**config.mk**
```make
export PLATFORM = sky130hd
export DESIGN_NAME = rlost_irq_dispatch
export DESIGN_NICKNAME = d
export VERILOG_FILES = /design/src/rtl/rlost_pkg.sv /design/src/rtl/rlost_flag_bank.sv /design/src/rtl/rlost_lowest_set.sv /design/src/rtl/rlost_regif.sv /design/src/rtl/rlost_irq_dispatch.sv
export SDC_FILE = /design/constraint.sdc
export NUM_CORES = 1
export LEC_CHECK = 0
export ABC_AREA = 1
export CAP_MARGIN = 5
export CORE_MARGIN = 2
export CORE_UTILIZATION = 35
export DETAILED_ROUTE_END_ITERATION = 7
export PLACE_DENSITY = 0.7
export REMOVE_ABC_BUFFERS = 1
export SETUP_SLACK_MARGIN = 0.05
export SYNTH_ARGS = -nofsm -noshare
export SYNTH_HDL_FRONTEND = slang
export SYNTH_SLANG_ARGS = --single-unit
```
**constraint.sdc**
```tcl
create_clock -name clk -period 1.9 [get_ports clk]
set_input_delay 0.475 -clock clk [delete_from_list [all_inputs] [get_ports clk]]
set_output_delay 0.475 -clock clk [all_outputs]
set_load 0.02 [all_outputs]
```
**src/rtl/rlost_pkg.sv**
```systemverilog
package rlost_pkg;
  localparam int unsigned TYPE_W   = 4;
  localparam int unsigned TYPE_LSB = 8;
  localparam logic [TYPE_W-1:0] TYPE_NONE  = 4'h0;
  localparam logic [TYPE_W-1:0] TYPE_RLOST = 4'h3;

  typedef enum logic [1:0] {
    RA_FLAG = 2'd0,
    RA_MASK = 2'd1,
    RA_OFFS = 2'd2,
    RA_NONE = 2'd3
  } reg_addr_e;
endpackage

```
**src/rtl/rlost_flag_bank.sv**
```systemverilog
module rlost_flag_bank #(
  parameter int unsigned NUM_CH = 8,
  localparam int unsigned NFLAG = 2 * NUM_CH
) (
  input  logic              clk,
  input  logic              rst_n,
  input  logic [NUM_CH-1:0] evt_a,
  input  logic [NUM_CH-1:0] evt_b,
  input  logic [NFLAG-1:0]  clr_vec,
  output logic [NFLAG-1:0]  flags
);
  logic [NFLAG-1:0] set_vec;

  // interleave: packet A at even index, packet B at odd index
  for (genvar ch = 0; ch < NUM_CH; ch++) begin : g_map
    assign set_vec[2*ch]   = evt_a[ch];
    assign set_vec[2*ch+1] = evt_b[ch];
  end

  // a new event wins over a clear of the same bit
  always_ff @(posedge clk or negedge rst_n) begin
    if (!rst_n) flags <= '0;
    else        flags <= (flags & ~clr_vec) | set_vec;
  end
endmodule

```
**src/rtl/rlost_lowest_set.sv**
```systemverilog
module rlost_lowest_set #(
  parameter int unsigned W = 16,
  localparam int unsigned IDX_W = (W > 1) ? $clog2(W) : 1
) (
  input  logic [W-1:0]     req,
  output logic             found,
  output logic [IDX_W-1:0] idx
);
  always_comb begin
    found = 1'b0;
    idx   = '0;
    for (int i = W - 1; i >= 0; i--) begin
      if (req[i]) begin
        found = 1'b1;
        idx   = IDX_W'(i);
      end
    end
  end
endmodule

```
**src/rtl/rlost_regif.sv**
```systemverilog
module rlost_regif
  import rlost_pkg::*;
#(
  parameter int unsigned NFLAG  = 16,
  parameter int unsigned DATA_W = 32,
  parameter int unsigned ADDR_W = 2,
  localparam int unsigned OFF_W = (NFLAG > 1) ? $clog2(NFLAG) : 1
) (
  input  logic              clk,
  input  logic              rst_n,
  input  logic              bus_rd,
  input  logic              bus_wr,
  input  logic [ADDR_W-1:0] bus_addr,
  input  logic [DATA_W-1:0] bus_wdata,
  input  logic [NFLAG-1:0]  flags,
  input  logic              found,
  input  logic [OFF_W-1:0]  idx,
  output logic [NFLAG-1:0]  mask,
  output logic [NFLAG-1:0]  clr_vec,
  output logic [DATA_W-1:0] bus_rdata
);
  localparam logic [ADDR_W-1:0] A_FLAG = ADDR_W'(RA_FLAG);
  localparam logic [ADDR_W-1:0] A_MASK = ADDR_W'(RA_MASK);
  localparam logic [ADDR_W-1:0] A_OFFS = ADDR_W'(RA_OFFS);

  logic hit_flag, hit_mask, hit_offs;
  logic [NFLAG-1:0] wr_clr, rd_clr;

  assign hit_flag = (bus_addr == A_FLAG);
  assign hit_mask = (bus_addr == A_MASK);
  assign hit_offs = (bus_addr == A_OFFS);

  always_ff @(posedge clk or negedge rst_n) begin
    if (!rst_n)                  mask <= '1;
    else if (bus_wr && hit_mask) mask <= bus_wdata[NFLAG-1:0];
  end

  assign wr_clr = (bus_wr && hit_flag) ? bus_wdata[NFLAG-1:0] : '0;

  always_comb begin
    rd_clr = '0;
    if (bus_rd && hit_offs && found) rd_clr[idx] = 1'b1;
  end

  assign clr_vec = wr_clr | rd_clr;

  always_comb begin
    bus_rdata = '0;
    if (hit_flag) begin
      bus_rdata[NFLAG-1:0] = flags;
    end else if (hit_mask) begin
      bus_rdata[NFLAG-1:0] = mask;
    end else if (hit_offs && found) begin
      bus_rdata[OFF_W-1:0]               = idx;
      bus_rdata[TYPE_LSB +: TYPE_W]      = TYPE_RLOST;
    end
  end
endmodule

```
**src/rtl/rlost_irq_dispatch.sv**
```systemverilog
module rlost_irq_dispatch #(
  parameter int unsigned NUM_CH = 8,
  parameter int unsigned DATA_W = 32,
  parameter int unsigned ADDR_W = 2
) (
  input  logic              clk,
  input  logic              rst_n,
  input  logic [NUM_CH-1:0] evt_a,
  input  logic [NUM_CH-1:0] evt_b,
  input  logic              bus_rd,
  input  logic              bus_wr,
  input  logic [ADDR_W-1:0] bus_addr,
  input  logic [DATA_W-1:0] bus_wdata,
  output logic [DATA_W-1:0] bus_rdata,
  output logic              irq
);
  localparam int unsigned NFLAG = 2 * NUM_CH;
  localparam int unsigned OFF_W = (NFLAG > 1) ? $clog2(NFLAG) : 1;

  logic [NFLAG-1:0] flag_q, mask_q, clr_vec, pending;
  logic             found;
  logic [OFF_W-1:0] idx;

  rlost_flag_bank #(.NUM_CH(NUM_CH)) u_bank (
    .clk(clk), .rst_n(rst_n), .evt_a(evt_a), .evt_b(evt_b),
    .clr_vec(clr_vec), .flags(flag_q)
  );

  assign pending = flag_q & mask_q;

  rlost_lowest_set #(.W(NFLAG)) u_enc (
    .req(pending), .found(found), .idx(idx)
  );

  rlost_regif #(.NFLAG(NFLAG), .DATA_W(DATA_W), .ADDR_W(ADDR_W)) u_regs (
    .clk(clk), .rst_n(rst_n), .bus_rd(bus_rd), .bus_wr(bus_wr),
    .bus_addr(bus_addr), .bus_wdata(bus_wdata), .flags(flag_q),
    .found(found), .idx(idx), .mask(mask_q), .clr_vec(clr_vec),
    .bus_rdata(bus_rdata)
  );

  assign irq = found;
endmodule

```
# ---- Word level (Yosys, flattened, before mapping)
# Cells that the tools add are included.
dict set report totals {
  reg_bits 32
  inputBits 54
  output_inout_bits 33
  wordCells 61
}
dict set report op_classes {
  magnitude_cmp 2
  n_eq_ne 2
  n_mux 43
  bitwise 5
  n_reduce_logical 7
}
# op count
set ops {}
lappend ops {{two-way mux 4 bit} 21}
lappend ops {{two-way mux 16 bit} 3}
lappend ops {{bitwise AND 16 bit} 2}
lappend ops {{bitwise OR 16 bit} 2}
lappend ops {{two-way mux 1 bit} 17}
lappend ops {{inverter 16 bit} 1}
lappend ops {{logical AND 1 bit} 6}
lappend ops {{< comparator 4 x 5 -> 1 bit, second input constant} 1}
lappend ops {{demux 1 bit (select 4 bit)} 1}
lappend ops {{>= comparator 4 x 1 -> 1 bit, second input constant} 1}
lappend ops {{== test 2 x 1 -> 1 bit, second input constant} 1}
lappend ops {{== test 2 bit, second input constant} 1}
lappend ops {{zero test 2 bit} 1}
lappend ops {{two-way mux 2 bit} 1}

# ---- Longest topological paths before layout
dict set report logic_depth {
  ltp_word 26
  depth_mapped 20
  depth_no_buf 20
}

# ---- Cells and area by module
# From an unflattened synthesis, not the netlist that was laid out.
dict set report unflattened {
  hier_cells 391
  hier_area_um2 2332.2
}
# module n_inst cells_each area_per_inst_um2 seq_area_each_um2
set modules_own_cells {}
lappend modules_own_cells {rlost_regif 1 230 1362.6 420.4}
lappend modules_own_cells {rlost_flag_bank 1 80 640.6 400.4}
lappend modules_own_cells {rlost_lowest_set 1 49 209.0 0.0}
lappend modules_own_cells {rlost_irq_dispatch 1 32 120.1 0.0}

# ---- Worst setup path after synthesis
# No wires, ideal clock.
dict set report synth_timing {
  path_kind {register -> output}
  startpoint {reg u_regs.mask[15]}
  endpoint {out bus_rdata[0]}
  arrival_time_ns 1.535
  required_time_ns 1.425
  slack_ns -0.110
  stages_incl_launch_ff 19
  path_buffers 0
  cell_sequence {dfstp_2 nand2_1 inv_1 nand2_1 nand2_1 nand2_1 nand2_1 nand2_1 nand2_1 nand2_1 nand2_1 nand2_1 nand2_1 nand2_1 nand2_1 nand2_2 nand2_4 nand3_1 nand3_1}
}
dict set report synth_via {
  elab_chain_len 21
  word_cells_on_any_way 37
  cone_classes {mux: 35; bitwise: 1; reduce/logical: 1}
}
# item line_no
set synth_lines {}
lappend synth_lines {{start: declaration} rlost_regif.sv:18} ;# output logic [NFLAG-1:0] mask,
lappend synth_lines {{start signal: assignment} rlost_regif.sv:35} ;# else if (bus_wr && hit_mask) mask <= bus_wdata[NFLAG-1:0];
lappend synth_lines {{bitwise AND 16 bit *} rlost_irq_dispatch.sv:29} ;# assign pending = flag_q & mask_q;
lappend synth_lines {{two-way mux 1 bit (16 in a row)} rlost_lowest_set.sv:13} ;# if (req[i]) begin
lappend synth_lines {{logical AND 1 bit} rlost_regif.sv:53} ;# end else if (hit_offs && found) begin
lappend synth_lines {{two-way mux 4 bit *} rlost_regif.sv:53}
lappend synth_lines {{two-way mux 4 bit *} rlost_regif.sv:51} ;# end else if (hit_mask) begin
lappend synth_lines {{two-way mux 16 bit *} rlost_regif.sv:49} ;# if (hit_flag) begin
lappend synth_lines {{end: declaration} rlost_irq_dispatch.sv:14} ;# output logic [DATA_W-1:0] bus_rdata,
# Every way passes the cells marked *; elsewhere a longest branch is shown, timed or not.

# ---- Worst setup path after layout
# Same ends and word-level chain as after synthesis.

==> run summary <==
Status -> finished with violations
Violated checks -> setup timing
NetSw -> 954.6 µW
CP Data Arrival Time -> 1.96 ns
Wire length on met1 -> 2796 µm
Register share of total power -> 32.1%
Mean Syn Cell Area -> 7.313 µm²
Area Growth Syn to Fin -> 66.82%
Post-synthesis cell count -> 297
Pwr dens -> 725.9 nW/µm²
Antenna viol nets, final -> 0
GPL Wtd Cong -> 0.8428
Post-synth top area share -> 19.35%
Hold Crit Class -> flip-flop to flip-flop
Vias in the first global route -> 2296
Met2 wire len -> 3434 µm
Initial antenna violation count -> 0
Final setup margin -> -0.5395 ns
Initial DRC count -> 161
Critical Path Fanout Max -> 2
Die ar. -> 6852 µm²
Synth cell types -> 29
Met3 wire len -> 508 µm
EDFF count, synth -> 0
Buffers on Ports -> 54
F_max -> 409.9 MHz
Clock root buffer -> clkbuf_8
Combinational Power Share -> 47.3%
Critical path launch point type -> flip-flop
Final number of max-transition violations -> 0
Switching share of power -> 36.29%
Clock power share -> 20.7%
Max Cap Viol -> 0
Top cells by area, synth -> dfstp_2 19%, dfrtp_1 18%, nand2_1 15%
Dpl hpwl -> 4303 µm
Final Skew -> 0.006815 ns
Layout Utilization -> 60.84%
Final Hold Fails -> 0
VDD IR max -> 0.3220 mV
WL/cell -> 13.74 µm
Max Used Layer -> met4
Final nets -> 480
Final setup violating endpoints -> 23
Lkg Pwr -> 1.755 nW
First-pass GRT wire length -> 10500 µm
Core Rows -> 28
N_diodes -> 0
DR vias/cell -> 4.669
Die W -> 82.78 µm
Initial Utilization -> 36.47%
Yosys warnings -> 0
Int Power -> 1.676 mW
Non-Filler Instances -> 502
Critical path data required time -> 1.42 ns
TritonCTS clock tree -> done
Crit path capture type -> output pin
Main synth FF type -> dfstp_2
CTS Buf Count -> 5
FILL cells -> 501
Largest net degree at the start of global routing -> 33
Yosys reg bits -> 32
CTS clk-pin slew, worst paths -> 0.07 ns
CTS max path bufs -> 2
Cell taking the most area after synthesis -> dfstp_2
IO Pins -> 87
Period utilization -> 128.4%
Die height -> 82.78 µm
Unrepaired setup endpoints after global routing -> yes
CP Class -> flip-flop to output pin
Core area -> 5956 µm²
Layout cells sized above 1 -> 42.15%
GRT Util Overall -> 20.52%
Detailed Route WL -> 6895 µm
DRC -> 0
Register area share after synthesis -> 37.79%
Grt ovf -> 0
Vias -> 2344
H-tree Lvls -> 2
Synth async-reset ratio -> 100.0%
Sink Count -> 32
Worst-Skew Late Latency -> 0.29 ns
Drt first pass iters -> 4
Final min period -> 2.439 ns
Placed insts -> 474
Netlist Area Pre-Place -> 2172 µm²
-- per-stage QoR --
step / power [mW] / hold WS [ns] / setup TNS (ns) / area, µm² / setup slack (ns)
floorplan: 1.348 / 0.1794 / -4.065 / 2078 / -0.2405
global placement: 1.797 / 0.4678 / -12.62 / 3158 / -0.6984
detailed placement: 1.815 / 0.4763 / -13.48 / 3158 / -0.7286
CTS: 2.464 / 0.5960 / -3.970 / 3456 / -0.4884
global route: 2.776 / 0.6068 / -9.223 / 3623 / -0.7119
finish: 2.630 / 0.5942 / -5.777 / 3623 / -0.5395
-- kinds of logic after synthesis --
group / count (synthesis) / synth area share (%)
DFF: 32 / 37.79
other: 1 / 0.1726
AOI/OAI and AO/OA: 51 / 14.75
buffers and inverters: 77 / 16.36
and+or+nand+nor: 136 / 30.93
-- layout make-up --
type	count	area, µm²	share of cell area (%)
multi-input combinational	203	1209	33.36
inverter	54	207.7	5.732
sequential	32	820.8	22.65
clock buffer	8	90.09	2.486
tap	75	93.84	2.590
timing repair buffer	130	1202	33.18
-- layer usage --
metal | global-route usage, % | vias up
met5 | 0 | -
met4 | 6.230 | 0
met3 | 4.437 | 18
met2 | 36.61 | 109
met1 | 24.64 | 1050
li1 | - | 1167
-- layout by cell type, fill, tap and decap left out, types with 4 or more instances in the layout --
cell,count
o21ai_1,16
buf_2,4
conb_1,16
nand3_2,9
nand2_1,82
nand2_4,5
buf_4,69
clkbuf_8,6
inv_1,40
nand4_1,8
dfstp_2,16
a22o_1,10
buf_12,4
clkdlybuf4s50_1,35
dfrtp_1,16
buf_6,14
o21ai_0,16
nor2_4,8
nand2_2,15
inv_2,13
nor2_2,4
nand3_4,4
-- cell usage after synthesis, types with 2 or more instances --
cell type  number
buf_4          16
dfstp_2        16
a31oi_1         2
dfrtp_1        16
nand2_2        10
nor2_4          4
a22o_1         10
inv_1          41
nor2_1          5
nand4_1         8
o21ai_0        16
inv_2          12
nand2_4         6
clkbuf_1        6
a221o_1         2
nor2_2          3
nand2_1        87
nand3_1        11
o21ai_1        16
-- flip-flops by register name, summed over array words and instances (netlist names) --
register and cells:
u_regs.mask 16, u_bank.flags 16
-- power by group through the flow --
stage / Sequential, mW / Clock, mW / Combinational (mW)
2_1_floorplan: 0.857 / 0 / 0.492
3_3_place_gp: 0.849 / 0 / 0.948
3_5_place_dp: 0.854 / 0 / 0.961
4_1_cts: 0.843 / 0.555 / 1.07
5_1_grt: 0.854 / 0.589 / 1.33
6_report: 0.843 / 0.544 / 1.24
-- worst max-delay path: stages, from the launching register on --
cell and delay [ns]:
dfstp_2 0.54, nand2_2 0.06, inv_1 0.05, nand2_1 0.04
nand2_1 0.05, nand2_1 0.05, nand2_1 0.05, nand2_1 0.05
nand2_1 0.06, nand2_1 0.06, nand2_1 0.05, nand2_1 0.04
nand2_1 0.05, nand2_1 0.06, nand2_1 0.08, nand2_2 0.06
nand2_4 0.06, nand3_2 0.07, nand3_2 0.08, buf_6 0.12
-- path summary, 6_finish.rpt --
path | from | to | slack [ns] | cells past startpoint
setup / recovery | u_regs.mask[15]$_DFFE_PN1P_ | bus_rdata[0] | -0.54 | 19
max in group asynchronous | rst_n | u_regs.mask[1]$_DFFE_PN1P_ | 0.96 | 2
hold / removal | u_regs.mask[3]$_DFFE_PN1P_ | u_regs.mask[3]$_DFFE_PN1P_ | 0.59 | 3
setup reg to reg | u_regs.mask[14]$_DFFE_PN1P_ | u_bank.flags[8]$_DFF_PN0_ | -0.22 | 21
hold reg to reg | u_regs.mask[3]$_DFFE_PN1P_ | u_regs.mask[3]$_DFFE_PN1P_ | 0.59 | 3
min in group asynchronous | rst_n | u_bank.flags[14]$_DFF_PN0_ | 0.60 | 2
-- timing repair --
item | in CTS | in global routing
buffers inserted | 11 | 6
pin swaps | 23 | 20
gates cloned | 2 | 1
hold buffers | 0 | 0
endpoints found under the setup margin | 33 | 29
gates resized for setup | 119 | 24
(Power assumes the default switching activity.)
